===== src/rtl/e1_rx_alarm_status.sv =====
module e1_rx_alarm_status #(
  parameter int CLK_PER_BIT = 4,
  parameter int LOS_BITS    = 8
) (
  input  logic       clk,
  input  logic       rst_n,
  input  logic       rx_clk,
  input  logic       ts_valid,
  input  logic [4:0] ts_slot,
  input  logic [3:0] mf_frame,
  input  logic [7:0] ts_data,
  input  logic       ccs_mode,
  input  logic       stat_wr,
  input  logic [7:0] stat_wdata,
  input  logic [7:0] irq_en,
  output logic       dist_mf_alarm,
  output logic       rx_clk_lost,
  output logic [7:0] stat_q,
  output logic       irq
);

  localparam int LIMIT = LOS_BITS * CLK_PER_BIT;
  localparam int CW = $clog2(LIMIT + 1);
  localparam logic [CW-1:0] LIMIT_C = CW'(LIMIT);
  localparam logic [7:0] LIVE = 8'b1001_1001;

  logic mf_hit, mf_bit, seen_one;
  logic unused_bits;

  assign mf_hit = ts_valid && (ts_slot == 5'd16) && (mf_frame == 4'd0);
  assign mf_bit = ts_data[2];
  assign unused_bits = ^{ts_data[7:3], ts_data[1:0], ccs_mode};

  always_ff @(posedge clk) begin
    if (!rst_n) begin
      seen_one      <= 1'b0;
      dist_mf_alarm <= 1'b0;
    end else if (mf_hit) begin
      seen_one      <= mf_bit;
      dist_mf_alarm <= mf_bit && seen_one;
    end
  end

  logic [2:0] rx_sync;
  logic rx_edge;
  logic [CW-1:0] idle_cnt;

  always_ff @(posedge clk) begin
    if (!rst_n) rx_sync <= '0;
    else        rx_sync <= {rx_sync[1:0], rx_clk};
  end

  assign rx_edge = rx_sync[2] ^ rx_sync[1];

  always_ff @(posedge clk) begin
    if (!rst_n) begin
      idle_cnt    <= '0;
      rx_clk_lost <= 1'b0;
    end else if (rx_edge) begin
      idle_cnt    <= '0;
      rx_clk_lost <= 1'b0;
    end else if (idle_cnt == LIMIT_C) begin
      rx_clk_lost <= 1'b1;
    end else begin
      idle_cnt <= idle_cnt + 1'b1;
    end
  end

  logic mfa_d, los_d;
  logic [7:0] set_v, clr_v;

  always_ff @(posedge clk) begin
    if (!rst_n) begin
      mfa_d <= 1'b0;
      los_d <= 1'b0;
    end else begin
      mfa_d <= dist_mf_alarm;
      los_d <= rx_clk_lost;
    end
  end

  assign set_v = {los_d & ~rx_clk_lost, 2'b00, mfa_d & ~dist_mf_alarm,
                  rx_clk_lost & ~los_d, 2'b00, dist_mf_alarm & ~mfa_d};
  assign clr_v = stat_wr ? stat_wdata : 8'h00;

  always_ff @(posedge clk) begin
    if (!rst_n) stat_q <= 8'h00;
    else        stat_q <= ((stat_q & ~clr_v) | set_v) & LIVE;
  end

  assign irq = |(stat_q & irq_en);

  a_r1_two_samples: assert property (@(posedge clk) disable iff (!rst_n)
    $rose(dist_mf_alarm) |-> $past(mf_hit && mf_bit));

  a_r2_zero_drops: assert property (@(posedge clk) disable iff (!rst_n)
    (mf_hit && !mf_bit) |=> !dist_mf_alarm);

  a_r3_ccs_no_effect: assert property (@(posedge clk) disable iff (!rst_n)
    (!mf_hit && !$stable(ccs_mode)) |=> $stable(dist_mf_alarm));

  a_r4_lost_needs_quiet: assert property (@(posedge clk) disable iff (!rst_n)
    $rose(rx_clk_lost) |-> $past(!rx_edge));

  a_r5_rise_latched: assert property (@(posedge clk) disable iff (!rst_n)
    $rose(dist_mf_alarm) |=> stat_q[0]);

  a_r6_fall_latched: assert property (@(posedge clk) disable iff (!rst_n)
    $fell(rx_clk_lost) |=> stat_q[7]);

  a_r7_sticky: assert property (@(posedge clk) disable iff (!rst_n)
    !$past(stat_wr) |-> ((stat_q & $past(stat_q)) == $past(stat_q)));

  a_r9_irq_source: assert property (@(posedge clk) disable iff (!rst_n)
    irq |-> (stat_q != 8'h00));

endmodule


===== config.mk =====
export PLATFORM = sky130hd
export DESIGN_NAME = e1_rx_alarm_status
export DESIGN_NICKNAME = d
export VERILOG_FILES = /design/src/rtl/e1_rx_alarm_status.sv
export SDC_FILE = /design/constraint.sdc
export NUM_CORES = 1
export LEC_CHECK = 0
export BUFFER_PORTS_ARGS = -buffer_cell sky130_fd_sc_hd__buf_2
export CAP_MARGIN = 20
export CORE_MARGIN = 2
export CORE_UTILIZATION = 25
export CTS_CLUSTER_DIAMETER = 150
export DETAILED_ROUTE_END_ITERATION = 8
export PLACE_DENSITY = 0.61
export SLEW_MARGIN = 0
export SYNTH_ARGS = -nofsm -noshare
export SYNTH_HDL_FRONTEND = slang
export SYNTH_SLANG_ARGS = --single-unit

===== constraint.sdc =====
create_clock -name clk -period 1.85 [get_ports clk]
set_input_delay 0.37 -clock clk [delete_from_list [all_inputs] [get_ports clk]]
set_output_delay 0.37 -clock clk [all_outputs]
set_load 0.01 [all_outputs]

==> metrics.yaml, run 1 <==
status: "completed"
grt_pass1_vias: 587
ys_seq_elements: 18
period_minus_slack_ps: 1440
wire_per_inst_um: 9.37
yosysSeqAreaShare: 0.463
htreeDepth: 1
io_buffers: 29
postSynthCellCount: 86
mostFrequentLayoutCells: "buf_2 (29), dfxtp_1 (18), nand2_1 (9)"
synth_edf_count: 0
cp_data_arrival_time_ps: 1620
ctsResizeCount: 0
dieArea_um2: 3580
ir_drop_mv: 0.232
fin_util: 0.326
layout_commonest_cell: "buf_2"
num-nets-final: 159
pin_count: 50
grt_antenna_before_repair: 0
gp_congestion: 0.725
postCtsHoldBufs: 0
relSlewSlack: 0.651
grt_max_degree: 14
cts_sinks: 18
rows: 20
drt-total-wl_um: 1410
synth.top_cell.area_share: 0.463
dp_hpwl_um: 1120
grt_pass1_wl_um: 2270
cts_buffers: 3
dieWidth_um: 59.8
yosysWarningCount: 0
synth_cell_types: 28
hp-class: "in -> reg"
syn_to_final_growth_pct: 25.7
drv_slew: 0
drv_cap: 0
critPathKind: "reg -> reg"
start_util: 0.259
grt_overflow_total: 0
dr.first_iter.drc_count: 6
diodes: 0
p_per_area_nw_per_um2: 727
syn-cell-area_um2: 778
tightest_slew_ps: 517
syn_area_per_cell_um2: 9.05
rsz0062_at_grt: "no"
final_antenna_net_count: 0
leakage_nw: 0.447
required_ps: 2020
grt_util_met3: 0.0152
top_usage_layer: "met2"
synthTopCellsByArea: "dfxtp_1 (46%), nor2b_1 (6.4%), a21oi_1 (5.1%), nand2_1 (4.3%), and2_1 (4.0%)"
path_clk_slew_ps: 100
drt-pass1-iter-count: 3
hold_viol: 0
setup_violations: 0
avgViaCountPerCell: 4.42
cp_max_fo: 4
clk_latency_ps: 280
grtUsageMet1: 0.102
synth_ff_type: "dfxtp_1"
cts_buffer_depth: 2
root_buffer: "clkbuf_4"
core-area_um2: 3000
n_fill_cell: 315
grt_use_met2: 0.130
post-cts-setup-buffers: 0
yosys.area.top_type: "dfxtp_1"
skew_ps: 0.989
vias: 663
cts_tree: "built"
clock.fmax_mhz: 693
drc: 0
cp-end-kind: "flop"
synthArstFlopShare: 0
totalNegativeSetupSlack_ps: 0
cp-start-kind: "flop"
die_y_um: 59.8
track_usage: 0.0861
fin_crit_sh: 0.781
drive_above_1_share: 0.316
==> Yosys cell counts, drive strengths merged, types with 3 or more instances <==
cell type and instances:
a21oi 8, dfxtp 18, inv 3, and2 5, nand3 4, nor3 3, o21ai 3, buf 4
nand2 9, nor2b 8
==> where the power goes <==
| group | leakage (nW) | switching (mW) | internal [mW] |
|---|---|---|---|
| sequential | 0.146 | 0.00670 | 0.395 |
| clock | 0.0210 | 0.114 | 0.120 |
| combinational | 0.280 | 0.0377 | 0.0384 |
==> area by class of cell <==
class,count,area [um^2],area share
multi-input combinational,63,384,0.393
sequential,18,360,0.368
timing repair buffer,29,145,0.148
tap,33,41.3,0.0422
clock buffer,4,36.3,0.0371
inverter,3,11.3,0.0115
==> path summary, 6_finish.rpt <==
kind / startpoint / depth (start not counted) / slack (ps) / end
setup / recovery: idle_cnt[0]$_SDFFE_PP0P_ / 5 / 410 / idle_cnt[0]$_SDFFE_PP0P_
hold / removal: rx_clk / 2 / 290 / rx_sync[0]$_SDFF_PN0_
setup reg to reg: idle_cnt[0]$_SDFFE_PP0P_ / 5 / 410 / idle_cnt[0]$_SDFFE_PP0P_
hold reg to reg: rx_sync[0]$_SDFF_PN0_ / 1 / 440 / rx_sync[1]$_SDFF_PN0_
==> sequential cells by signal (all words and copies together) (netlist names) <==
name,cells
rx_sync,3
idle_cnt,6
rx_clk_lost,1
los_d,1
seen_one,1
dist_mf_alarm,1
mfa_d,1
stat_q,4
==> critical path, cell delays in order (launching register included) <==
cell	delay [ps]
dfxtp_1	350
inv_1	90
ha_1	160
or4b_4	490
o21ai_1	160
a21oi_1	80
==> layer usage <==
layer,wire (um),up-vias
li1,-,351
met1,683,278
met2,560,32
met3,127,2
met4,34,0
met5,0,-
==> cell families (layout without fill, tap and decap cells) <==
| logic type | Yosys count | after routing | share of synthesized area |
|---|---|---|---|
| compound gates | 13 | 13 | 0.0948 |
| buf+inv | 8 | 36 | 0.0579 |
| flops | 18 | 18 | 0.463 |
| fa+ha+maj | 2 | 2 | 0.0321 |
| mux | 2 | 2 | 0.0273 |
| other cells | 1 | 4 | 0.00482 |
| simple gates | 38 | 38 | 0.275 |
| xor+xnor | 4 | 4 | 0.0450 |
==> per-stage QoR <==
| step | worst slack, ps | hold slack, ps | std cells | area, um^2 | power (mW) |
|---|---|---|---|---|---|
| floorplan | 557 | 412 | 89 | 790 | 0.459 |
| global placement | 498 | 416 | 146 | 942 | 0.482 |
| detailed placement | 437 | 417 | 146 | 942 | 0.486 |
| CTS | 420 | 271 | 150 | 978 | 0.725 |
| global route | 324 | 271 | 150 | 978 | 0.758 |
| finish | 406 | 287 | 150 | 978 | 0.712 |
Note: power is estimated with default switching activity, not from simulation.
==> run 2: changes to the inputs <==
ABC_AREA = 1   (was unset)
clock period = 1.4 ns   (was 1.85 ns; I/O delays follow)
==> run 2 against run 1 <==
Net effect:
- wire length is 1.8% higher
- count of clock-buffer cells in the layout stayed put
- first-iteration DRC count grew to 2.8 times the previous value
- final area is 3.5% higher
- register-to-register slack worse by 96 ps
- global-route usage is 0.29 points higher
- utilization is 0.57 points higher
- synthesized cell count is 19% higher
- critical path depth is 2 lower
- setup slack worse by 220 ps
- flip-flop and latch count stayed put
==> metrics.yaml, run 2 <==
syn-cell-area_um2: 800  # +2.7%
setup_violations: 0  # unchanged
syn_area_per_cell_um2: 7.84  # -13%
ctsResizeCount: 0  # unchanged
top_regs: "idle_cnt: 6 flops, stat_q: 4 flops, rx_sync: 3 flops"
largest_reg_flops: 6  # unchanged
grt_max_degree: 12  # -2
hp-class: "in -> reg"
drc: 0  # unchanged
drive_above_1_share: 0.301  # -0.0155
root_buffer: "clkbuf_4"
post-cts-setup-buffers: 0  # unchanged
synthArstFlopShare: 0  # unchanged
cts_buffers: 3  # unchanged
required_ps: 1120  # -900 ps
synthTopCellsByCount: "nand2_1 (25), dfxtp_1 (18), inv_1 (11)"
syn_to_final_growth_pct: 26.6
mostFrequentLayoutCells: "buf_2 (29), nand2_1 (25), dfxtp_1 (18)"
synth.top_cell.area_share: 0.451  # -0.0123
die_y_um: 60.6  # +1.3%
htreeDepth: 1  # unchanged
start_util: 0.262  # +0.00272
rows: 20  # unchanged
cts_sinks: 18  # unchanged
cp-end-kind: "primary output"
postSynthCellCount: 102  # +19%
cp-start-kind: "flop"
layout_commonest_cell: "buf_2"
dp_hpwl_um: 1180  # +5.2%
gp_congestion: 0.788  # +8.7%
num-nets-final: 175  # +10%
synthTopCellsByArea: "dfxtp_1 (45%), nand2_1 (12%), inv_1 (5.2%), nor2_1 (4.2%), buf_4 (3.8%)"
drv_slew: 0  # unchanged
rsz0062_at_grt: "no"
status: "completed"
yosysSeqAreaShare: 0.451  # -0.0123
yosys.area.top_type: "dfxtp_1"
track_usage: 0.0890  # +0.00290
yosysWarningCount: 0  # unchanged
grt_antenna_before_repair: 0  # unchanged
synth_cell_types: 23  # -18%
grt_overflow_total: 0  # unchanged
ir_drop_mv: 0.359  # +55%
avgViaCountPerCell: 4.07  # -7.8%
hold_viol: 0  # unchanged
vias: 721  # +8.7%
totalNegativeSetupSlack_ps: 0  # unchanged
drt-pass1-iter-count: 4  # +1
synth_most_common_cell: "nand2_1"
critPathKind: "reg -> out"
p_per_area_nw_per_um2: 918  # +26%
core-area_um2: 3050  # +1.7%
synth_ff_type: "dfxtp_1"
diodes: 0  # unchanged
fin_crit_sh: 0.864
clock.fmax_mhz: 826
cts_tree: "built"
skew_ps: 6.61  # +5.62 ps
cts_buffer_depth: 2  # unchanged
postCtsHoldBufs: 0  # unchanged
dieWidth_um: 60.6  # +1.3%
dieArea_um2: 3670  # +2.5%
largest-register: "idle_cnt"
wire_per_inst_um: 8.08  # -14%
drv_cap: 0  # unchanged
p_total_uw: 930  # +31%
cp_max_fo: 3  # -1
leakage_nw: 0.479  # +7.2%
period_minus_slack_ps: 1210
synth_edf_count: 0  # unchanged
io_buffers: 29  # unchanged
grt_pass1_vias: 666  # +13%
grt_pass1_wl_um: 2460  # +8.5%
cp_data_arrival_time_ps: 930  # -690 ps
path_clk_slew_ps: 100  # about the same
drt-total-wl_um: 1430  # +1.8%
ys_seq_elements: 18  # unchanged
dr.first_iter.drc_count: 17  # +11
pin_count: 50  # unchanged
final_antenna_net_count: 0  # unchanged
clk_latency_ps: 290  # about the same
## run 2: cell count changes after synthesis, sizes merged, moves of 3 or more
cell / before / now
inv: 3 / 12
a21oi: 8 / 5
and2: 5 / 0
nand2: 9 / 26
nor2b: 8 / 0
nor2: 2 / 12
## run 2: path summary, 6_finish.rpt
check                           startpoint  slack, ps                  endpoint  cells after the start
hold / removal                      rx_clk        170     rx_sync[0]$_SDFF_PN0_                      3
setup reg to reg  idle_cnt[0]$_SDFFE_PP0P_        310  idle_cnt[0]$_SDFFE_PP0P_                      5
setup / recovery      stat_q[4]$_SDFF_PN0_        190                       irq                      3
hold reg to reg      rx_sync[0]$_SDFF_PN0_        430     rx_sync[1]$_SDFF_PN0_                      2
## run 2: power breakdown
| group | internal (mW) | leakage [nW] | switching (mW) |
|---|---|---|---|
| clock | 0.159 | 0.0210 | 0.155 |
| sequential | 0.523 | 0.146 | 0.00879 |
| combinational | 0.0397 | 0.312 | 0.0447 |
| total | 0.721 | 0.479 | 0.209 |
## run 2: cell type report
class	count	area, um^2
Multi-Input combinational cell	70	370
Timing Repair Buffer	29	145
Fill cell	346	2040
Sequential cell	18	360
Clock buffer	4	36.3
Inverter	12	45.0
Tap cell	44	55.1
## run 2: logic make-up (layout without fill, tap and decap cells)
family                     Yosys count  after routing  synth area share
other                                1              4           0.00469
xor gates and xnor gates             5              5            0.0548
buffers and inverters               17             45             0.100
adders and majority gates            2              2            0.0313
and+or+nand+nor                     50             50             0.296
AOI/OAI and AO/OA                    9              9            0.0626
DFF                                 18             18             0.451
## run 2: per-layer routing
metal / routed length, um / GRT usage / share of wire / vias up
li1: - / - / - / 374
met1: 614 / 0.0903 / 0.43 / 333
met2: 753 / 0.165 / 0.53 / 14
met3: 63 / 0.0320 / 0.044 / 0
met4: 0 / 0.0373 / 0 / 0
met5: 0 / 0 / 0 / -
## run 2: worst max-delay path, stage by stage, from the launching register on
cell	delay, ps
dfxtp_1	370
nand2_1	60
nand4_1	80
buf_2	130
## run 2: stage by stage
stage / setup WS, ps / utilization / hold slack, ps / instance area [um^2] / instances
floorplan: 410 / - / 378 / 811 / 105
global placement: 361 / 0.320 / 395 / 976 / 173
detailed placement: 309 / 0.320 / 409 / 976 / 173
CTS: 172 / 0.332 / 159 / 1010 / 177
global route: 123 / 0.332 / 176 / 1010 / 177
finish: 190 / 0.332 / 168 / 1010 / 177
